### config.mk
export PLATFORM = sky130hd
export DESIGN_NAME = clkmul_ctrl
export DESIGN_NICKNAME = d
export VERILOG_FILES = /design/src/rtl/clkmul_ctrl.sv
export SDC_FILE = /design/constraint.sdc
export NUM_CORES = 1
export LEC_CHECK = 0
export BUFFER_PORTS_ARGS = -buffer_cell sky130_fd_sc_hd__buf_2
export CORE_MARGIN = 2
export CORE_UTILIZATION = 29
export DETAILED_ROUTE_END_ITERATION = 10
export PLACE_DENSITY = 0.58
export SYNTH_ARGS = -nofsm -noshare
export SYNTH_HDL_FRONTEND = slang
export SYNTH_SLANG_ARGS = --single-unit
### constraint.sdc
create_clock -name clk -period 3.15 [get_ports clk]
set_input_delay 0.4725 -clock clk [delete_from_list [all_inputs] [get_ports clk]]
set_output_delay 0.4725 -clock clk [all_outputs]
set_load 0.01 [all_outputs]
### src/rtl/clkmul_ctrl.sv
module clkmul_ctrl #(
  parameter longint unsigned SYS_CLK_HZ = 250_000_000,
  parameter longint unsigned SETTLE_NS  = 5000
) (
  input  logic       clk,
  input  logic       rst_n,
  input  logic       bus_sel,
  input  logic       bus_wr,
  input  logic [7:0] bus_wdata,
  output logic [7:0] bus_rdata,
  input  logic       mul_lock,
  output logic       mul_en,
  output logic       mul_init,
  output logic [1:0] mul_src,
  output logic       err_flag
);
  localparam longint unsigned SETTLE_CYC = (SYS_CLK_HZ * SETTLE_NS) / 64'd1_000_000_000 + 64'd1;
  localparam int CW = $clog2(SETTLE_CYC + 1);
  localparam logic [CW-1:0] SETTLE_W = CW'(SETTLE_CYC);
  localparam logic [1:0] SRC_RSV = 2'b11;

  logic          en_q, init_q, err_q;
  logic [1:0]    sel_q;
  logic [CW-1:0] cnt;
  logic          lk_s1, lk_s2;
  logic          wr, w_en, w_init, settled, ready;
  logic [1:0]    w_sel;

  assign wr      = bus_sel & bus_wr;
  assign w_en    = bus_wdata[7];
  assign w_init  = bus_wdata[6];
  assign w_sel   = bus_wdata[1:0];
  assign settled = (cnt == SETTLE_W);
  assign ready   = lk_s2 & en_q & init_q;

  always_ff @(posedge clk or negedge rst_n) begin
    if (!rst_n) begin
      lk_s1 <= 1'b0;
      lk_s2 <= 1'b0;
    end else begin
      lk_s1 <= mul_lock;
      lk_s2 <= lk_s1;
    end
  end

  always_ff @(posedge clk or negedge rst_n) begin
    if (!rst_n) begin
      en_q   <= 1'b0;
      init_q <= 1'b0;
      err_q  <= 1'b0;
      sel_q  <= 2'b00;
      cnt    <= '0;
    end else begin
      if (en_q && !settled) cnt <= cnt + 1'b1;
      if (wr) begin
        sel_q <= w_sel;
        if (w_sel == SRC_RSV) begin
          en_q   <= 1'b0;
          init_q <= 1'b0;
          cnt    <= '0;
          err_q  <= 1'b1;
        end else if (!w_en) begin
          en_q   <= 1'b0;
          init_q <= 1'b0;
          cnt    <= '0;
          if (bus_wdata == 8'h00) err_q <= 1'b0;
          else if (w_init)        err_q <= 1'b1;
        end else if (!en_q) begin
          en_q <= 1'b1;
          cnt  <= '0;
          if (w_init) err_q <= 1'b1;
        end else if (w_init && !init_q) begin
          if (settled) init_q <= 1'b1;
          else         err_q  <= 1'b1;
        end
      end
    end
  end

  assign mul_en    = en_q;
  assign mul_init  = init_q;
  assign mul_src   = sel_q;
  assign err_flag  = err_q;
  assign bus_rdata = bus_sel ? {en_q, init_q, ready, 3'b000, sel_q} : 8'h00;
endmodule


==> results of run 1 <==
-- area by class of cell --
cell class                      instances  share of cell area
Inverter                                3             0.00985
Clock buffer                            4              0.0317
Timing Repair Buffer                   23               0.103
Sequential cell                        18               0.394
Tap cell                               44              0.0481
Multi-Input combinational cell         72               0.414
-- cells in the mapped netlist (2+ instances only) --
cell	number	area share
a21oi_1	6	0.031
and2_1	4	0.026
and3_1	2	0.013
buf_4	4	0.031
dfrtp_1	18	0.47
inv_1	3	0.012
mux2_2	4	0.047
nand2_1	9	0.035
nand3_1	3	0.016
nand4_1	3	0.020
nor2_1	9	0.035
nor3_1	4	0.021
nor3b_1	2	0.016
o21ai_0	2	0.010
xnor2_1	3	0.027
xor2_1	4	0.036
-- power breakdown --
part / leakage [nW] / switching, mW / internal [mW]
Clock: 0.0210 / 0.0654 / 0.0704
Sequential: 0.233 / 0.0354 / 0.255
Combinational: 0.279 / 0.0517 / 0.0511
-- final timing paths --
kind                            startpoint           end  slack, ps  cells after the start
worst max-delay path                mul_en  bus_rdata[5]       1270                      3
worst min-delay path                 rst_n      err_flag         90                      1
worst max register to register      cnt[0]      err_flag       1440                      5
worst min register to register       lk_s1         lk_s2        360                      0
max in group asynchronous            rst_n       cnt[10]       2770                      1
min in group clk                  mul_lock         lk_s1        280                      1
-- stage by stage --
step / instance area (sq um) / util / setup slack [ps] / total power, mW / instances
after floorplan: 970 / - / 1570 / 0.364 / 98
after global placement: 1110 / 0.357 / 1420 / 0.398 / 160
after detailed placement: 1110 / 0.357 / 1400 / 0.400 / 160
after CTS: 1140 / 0.369 / 1250 / 0.538 / 164
after global routing: 1140 / 0.369 / 1140 / 0.568 / 164
final: 1140 / 0.369 / 1270 / 0.529 / 164
-- layer usage --
layer	part of all wire	wire, um	up-vias
li1	-	-	378
met1	0.48	822	334
met2	0.47	816	14
met3	0.031	53	2
met4	0.016	27	0
met5	0	0	-
-- state kept, by name, indices dropped and copies added (netlist names) --
register	count
cnt	11
mul_src	2
err_flag	1
lk_s1	1
lk_s2	1
mul_en	1
mul_init	1
-- critical path: stages, from the launching register on --
cell     delay (ps)
dfrtp_1         650
and2_1          210
and3_1          140
buf_2           120
-- logic make-up (layout without fill, tap and decap cells) --
kind of cell,count (synthesis),after routing,synth area share
AO/OA/AOI/OAI,13,13,0.0858
AND/OR/NAND/NOR,44,44,0.270
multiplexers,4,4,0.0468
adder cells (fa/ha/maj),1,1,0.0130
other,1,3,0.00390
XOR/XNOR,7,7,0.0637
buffers and inverters,8,30,0.0481
flip-flops,18,18,0.468
==> impl_metrics.ini, run 1 <==
[status]
run_status = finished clean

[logic_synthesis]
synth-seq-area-share = 0.468
postSynth.asyncResetShare = 1.00
synth_cell_types = 32
synth.yosys.warnings = 0
number_of_flops_mapped_to_enable_cells_by_yosys = 0
syn_area_sq_um = 962
synthFlopType = dfrtp_1
postSynthRegisterBits = 18
synth.avg_cell_area_sq_um = 10.0
syn-instance-count = 96

[pwr]
power_density_nw_per_um2 = 462
power.leakage_nw = 0.533
worst_ir_drop_vdd_mv = 0.292

[die]
core_sq_um = 3100
pin_count = 26
starting_density_of_the_core = 0.310
chipWidth_um = 61.6
fp.dieH_um = 61.6
die_area_sq_um = 3790
placement_rows = 20

[placement]
place_congestion = 0.805
io_buffer_count = 22
hpwl_um = 1370

[final_layout]
layout_commonest_cell = buf_2
design.final.nets = 135
drive_above_1_share = 0.300
seqCellArea_sq_um = 450
layout.filler_cells = 339
layout.cells.most_common_list = buf_2 (22), dfrtp_1 (18), nand2_1 (9), nor2_1 (9), a21oi_1 (6)
syn2layout_area_growth_pct = 18.9
antenna_cells_inserted = 0
multi_input_combinational_cell_area_sq_um = 473

[cts]
cts.repair.resized = 0
clk_sink_count = 18
root_buffer = clkbuf_4
clk-insertion-delay-late_ps = 290
maximum_buffer_depth_of_the_clock_tree = 2
cts_tree = done
cts-hold-fix-buffers = 0
cts.clk_slew.worst_paths_ps = 100
post_cts.repair.setup_buffers = 0
ctsHtreeMaxLevel = 1
cts_inserted_buffers = 3

[route]
antenna_left = 0
routed_wirelength_um = 1720
num_vias = 728
drtIter0Drc = 11
drt-wirelength-per-cell_um = 10.5
initial_drt_pass_iterations = 4
drcViolationCount = 0
vias_per_cell = 4.44

[timing]
setup_total_negative_slack_ps = 0
final.min_clock_period_ps = 1880
unrepaired_setup_endpoints_after_global_routing = no
layout_worst_path_cycle_share = 0.596
hold_ws_ps = 92.8
clock.fmax_mhz = 532
slew_viol_final = 0
report.final.setup_viol = 0
fin_skew_ps = 5.62
number_of_hold_violations_in_the_final_report = 0

[global_route]
grt_use_total = 0.111
maximum_number_of_pins_on_one_net_before_global_route_repair = 19
global_route_track_usage_on_met1 = 0.141
globalRoute.totalOverflow = 0
antenna_violations_before_repair = 0
grt_pass1_wl_um = 3120
grt.met3_usage = 0.0315
grt-busiest-layer = met2
first_global_vias = 736
global_route.usage.met2 = 0.182

[critical_path]
worst-endpoint-arrival_ps = 1410
crit_path_start_kind = flip-flop
critical_path.max_fanout = 14
required_ps = 2680
worst_setup_path_end_kind = output pin
critPathKind = reg -> out

[flow_run]
cap_violations = 0

[min_path]
holdCritPathClass = in -> async
No activity file was read; power rests on OpenSTA's default activity.
==> inputs of run 2 (changes only) <==
==> constraint.sdc (replaced) <==
create_clock -name clk -period 1.75 [get_ports clk]
set_input_delay 0.2625 -clock clk [delete_from_list [all_inputs] [get_ports clk]]
set_output_delay 0.2625 -clock clk [all_outputs]
set_load 0.01 [all_outputs]
==> run 2 against run 1 <==
Final area rose by 3.4%. Flip-flop and latch count did not move. Non-clock buffer count rose by 6. Core utilization rose by 1.3 points. Clock power rose by 48%. Register-to-register slack got worse by 1300 ps. Combinational power rose by 130%. Sequential power rose by 74%. Final cell count rose by 3.0%. Wire length rose by 9.5%. Critical endpoint is now err_flag. Largest power group unchanged. Highest routed layer unchanged.
==> impl_metrics.ini, run 2 (synthesis gave the netlist of run 1 again) <==
[route]
num_vias = 754
vias_per_cell = 4.46
routed_wirelength_um = 1880
drt-wirelength-per-cell_um = 11.1
antenna_left = 0
drcViolationCount = 0
drtIter0Drc = 13
initial_drt_pass_iterations = 4

[critical_path]
worst-r2r-cell-count = 4
critPathKind = reg -> reg
path_buf_inv = 0
required_ps = 1930
cpMaxStageDelayCell = dfrtp_1
crit_path_start_kind = flip-flop
regToRegStartpoint = cnt[4]
cp_cell_sequence = nor4b_2, nand3_2, a21oi_1, mux2_2
worst_setup_path_end_kind = flip-flop
critical_path.max_fanout = 6
timing.critical_path.depth = 4
worst-endpoint-arrival_ps = 1760
critical_path.top_delay_family = simple AND/OR/NAND/NOR gates
crit_path_max_incr_delay_ps = 450
crit_path_start = cnt[4]

[timing]
fin_skew_ps = 5.34
layout_worst_path_cycle_share = 0.902
report.final.setup_viol = 0
final.min_clock_period_ps = 1580
setup_total_negative_slack_ps = 0
clock.fmax_mhz = 634
final.setup.worst_slack_ps = 172
hold_ws_ps = 76.1
unrepaired_setup_endpoints_after_global_routing = no
slew_viol_final = 0
number_of_hold_violations_in_the_final_report = 0

[die]
core_sq_um = 3100
fp.dieH_um = 61.6
die_area_sq_um = 3790
starting_density_of_the_core = 0.310
placement_rows = 20
chipWidth_um = 61.6
pin_count = 26

[pwr]
power_density_nw_per_um2 = 799
power.leakage_nw = 0.560
worst_ir_drop_vdd_mv = 0.485
report.power.total_mw = 0.945

[final_layout]
registers.top_by_ff_count = cnt
design.final.nets = 141
largest_reg_flops = 11
final_cell_count_no_fill = 169
syn2layout_area_growth_pct = 22.9
drive_above_1_share = 0.328
antenna_cells_inserted = 0
layout.cells.most_common_list = buf_2 (22), dfrtp_1 (18), nand2_1 (9), nor2_1 (9)
layout_commonest_cell = buf_2

[status]
run_status = finished clean

[placement]
hpwl_um = 1490
place_congestion = 0.847
dp_slack_ps = 162
io_buffer_count = 22
place.detailed.instances = 165

[global_route]
antenna_violations_before_repair = 0
first_global_vias = 773
grt_use_total = 0.125
grt_pass1_wl_um = 3440
globalRoute.totalOverflow = 0
maximum_number_of_pins_on_one_net_before_global_route_repair = 19

[min_path]
worst_hold_path.num_cells = 1
hold_path_startpoint = mul_lock
holdCritPathClass = in -> reg

[cts]
clk-insertion-delay-late_ps = 290
cts_inserted_buffers = 3
post_cts.repair.setup_buffers = 0
root_buffer = clkbuf_4
cts.clk_slew.worst_paths_ps = 100
maximum_buffer_depth_of_the_clock_tree = 2
ctsHtreeMaxLevel = 1
clk_sink_count = 18
cts_tree = done

[flow_run]
cap_violations = 0
run 2: changes by cell type in the layout (fill, tap and decap cells not counted):
cell and delta:
buf_4 +5, nor3b_2 +1, nor3b_1 -1, dlygate4sd3_1 +1, clkbuf_8 -1
run 2: report_power, final:
part | internal (mW) | switching (mW) | leakage [nW]
logic | 0.118 | 0.120 | 0.312
registers | 0.459 | 0.0475 | 0.233
clock network | 0.0800 | 0.121 | 0.0138
run 2: layout make-up:
| class | count | area, sq um |
|---|---|---|
| fill | 319 | 1920 |
| timing repair buffer | 29 | 165 |
| inverter | 3 | 11.3 |
| clock buffer | 3 | 22.5 |
| tap | 44 | 55.1 |
| multi-input combinational | 72 | 478 |
| sequential | 18 | 450 |
run 2: path summary, 6_finish.rpt:
path / end / slack [ps]
max: err_flag / 170
min: lk_s1 / 80
max reg2reg: err_flag / 170
min reg2reg: lk_s2 / 350
max in group asynchronous: mul_src[0] / 1040
min in group asynchronous: cnt[3] / 420
run 2: per-layer routing:
metal | part of all wire | GRT usage | wire length [um]
met5 | 0 | 0 | 0
met3 | 0.021 | 0.0231 | 40
met4 | 0.021 | 0.0699 | 40
met1 | 0.47 | 0.163 | 888
met2 | 0.49 | 0.197 | 914
run 2: what timing repair did:
| item | CTS | global route |
|---|---|---|
| hold endpoints to repair | 18 | 0 |
| gates resized for setup | 0 | 1 |
| setup endpoints to repair | 0 | 1 |
| hold buffers | 1 | 0 |
run 2: stage by stage:
step,instance area (sq um),util
after floorplan,970,-
after global placement,1140,0.369
after detailed placement,1140,0.369
after CTS,1180,0.379
after global routing,1180,0.381
final,1180,0.381
==> inputs of run 3 (changes only) <==
--- a/config.mk
+++ b/config.mk
@@ -7,9 +7,9 @@
 export LEC_CHECK = 0
 export BUFFER_PORTS_ARGS = -buffer_cell sky130_fd_sc_hd__buf_2
 export CORE_MARGIN = 2
-export CORE_UTILIZATION = 29
+export CORE_UTILIZATION = 32
 export DETAILED_ROUTE_END_ITERATION = 10
-export PLACE_DENSITY = 0.58
+export PLACE_DENSITY = 0.62
 export SYNTH_ARGS = -nofsm -noshare
 export SYNTH_HDL_FRONTEND = slang
 export SYNTH_SLANG_ARGS = --single-unit
==> run 3 against run 2 <==
Final cell count down 7.7%. First-iteration DRC count up 85%. Register-to-register slack worse by 30 ps. Combinational power up 8%. Final area down 1.8%. Critical endpoint unchanged.
==> impl_metrics.ini, run 3 (synthesis gave the netlist of run 1 again) <==
[timing]
fin_skew_ps = 0.608
clock.fmax_mhz = 623
unrepaired_setup_endpoints_after_global_routing = no
setup_total_negative_slack_ps = 0
number_of_hold_violations_in_the_final_report = 0
layout_worst_path_cycle_share = 0.917
report.final.setup_viol = 0
hold_ws_ps = 71.5
final.min_clock_period_ps = 1600
slew_viol_final = 0

[final_layout]
largest_reg_flops = 11
antenna_cells_inserted = 0
final_design_area_no_fill_sq_um = 1160
design.final.nets = 141
syn2layout_area_growth_pct = 20.7
layout_commonest_cell = buf_2
layout.cells.most_common_list = buf_2 (22), dfrtp_1 (18), nand2_1 (9), nor2_1 (9)
layout.core_utilization = 0.414
drive_above_1_share = 0.320
registers.top_by_ff_count = cnt

[route]
drt-wirelength-per-cell_um = 12.2
antenna_left = 0
drcViolationCount = 0
vias_per_cell = 5.13
initial_drt_pass_iterations = 4
routed_wirelength_um = 1910
num_vias = 800
drtIter0Drc = 24

[global_route]
first_global_vias = 721
antenna_violations_before_repair = 0
globalRoute.totalOverflow = 0
grt_use_total = 0.124
maximum_number_of_pins_on_one_net_before_global_route_repair = 19
grt_pass1_wl_um = 3250

[critical_path]
worst_setup_path_end_kind = flip-flop
required_ps = 1930
cp_cell_sequence = nor4b_2, nand3_2, a21oi_1, mux2_2
r2r-end = err_flag
regToRegSetupSlack_ps = 150
critical_path.max_fanout = 6
worst-endpoint-arrival_ps = 1790
critPathKind = reg -> reg
crit_path_max_incr_delay_ps = 460
worst-r2r-cell-count = 4
cpMaxStageDelayCell = dfrtp_1
regToRegStartpoint = cnt[4]
crit_path_start_kind = flip-flop

[placement]
place_congestion = 0.861
post_dp_cell_area_sq_um = 1120
hpwl_um = 1500
io_buffer_count = 22

[min_path]
holdPathEnd = lk_s1
worst_hold_path.num_cells = 1
holdCritPathClass = in -> reg
hold_path_startpoint = mul_lock

[die]
pin_count = 26
core_sq_um = 2810
chipWidth_um = 58.8
placement_rows = 19
starting_density_of_the_core = 0.343
fp.dieH_um = 58.8
die_area_sq_um = 3460

[pwr]
report.power.total_mw = 0.958
power.leakage_nw = 0.555
worst_ir_drop_vdd_mv = 0.532
power_density_nw_per_um2 = 825

[flow_run]
cap_violations = 0

[cts]
clk-insertion-delay-late_ps = 290
cts.clk_slew.worst_paths_ps = 90
ctsHtreeMaxLevel = 1
clk_sink_count = 18
cts.repair.resized = 0
cts_tree = done
maximum_buffer_depth_of_the_clock_tree = 2
root_buffer = clkbuf_4
cts_inserted_buffers = 3

[status]
run_status = finished clean
[run 3: cell types whose count changed in the layout (fill, tap and decap cells not counted)]
cell and delta:
nor3b_1 +1, nor3b_2 -1
[run 3: through the flow]
| stage | cells | setup WS, ps |
|---|---|---|
| finish | 156 | 146 |
| global route | 156 | 31.7 |
| CTS | 155 | 110 |
| detailed placement | 151 | 114 |
| global placement | 151 | 170 |
| floorplan | 98 | 170 |
[run 3: metal layers]
layer	routed length, um	part of all wire	GRT usage	up-vias
met5	0	0	0	-
met4	43	0.023	0.0584	0
met3	44	0.023	0.0198	7
met2	956	0.50	0.194	15
met1	860	0.45	0.166	390
li1	-	-	-	388
[run 3: layout make-up]
type	instances	area, sq um
fill	281	1640
tap	31	38.8
multi-input combinational	72	473
timing repair buffer	29	165
inverter	3	11.3
clock buffer	3	22.5
sequential	18	450
[run 3: repair_timing]
action	CTS	global route
endpoints found under the setup margin	0	1
buffers inserted	0	1
hold endpoints to repair	18	0
hold buffers	1	0
[run 3: worst max-delay path by stage]
stage / start / end / slack, ps / cells past startpoint
3_3_place_gp: cnt[0] / err_flag / 170 / 5
4_1_cts: cnt[0] / err_flag / 110 / 5
2_1_floorplan: cnt[0] / err_flag / 170 / 5
6_report: cnt[4] / err_flag / 150 / 4
5_1_grt: cnt[4] / err_flag / 30 / 4
3_5_place_dp: cnt[0] / err_flag / 110 / 5
[run 3: power breakdown]
group | internal [mW] | total [mW] | leakage (nW) | switching [mW]
clock network | 0.0800 | 0.200 | 0.0138 | 0.120
logic | 0.127 | 0.257 | 0.308 | 0.129
registers | 0.459 | 0.501 | 0.233 | 0.0426
total | 0.666 | 0.958 | 0.555 | 0.292
[run 3: critical path, delay by kind of cell (launching register included)]
| family | cells | cell delay, ps |
|---|---|---|
| AND/OR/NAND/NOR | 2 | 520 |
| flip-flops | 1 | 460 |
| multiplexers | 1 | 340 |
| AO/OA/AOI/OAI | 1 | 180 |
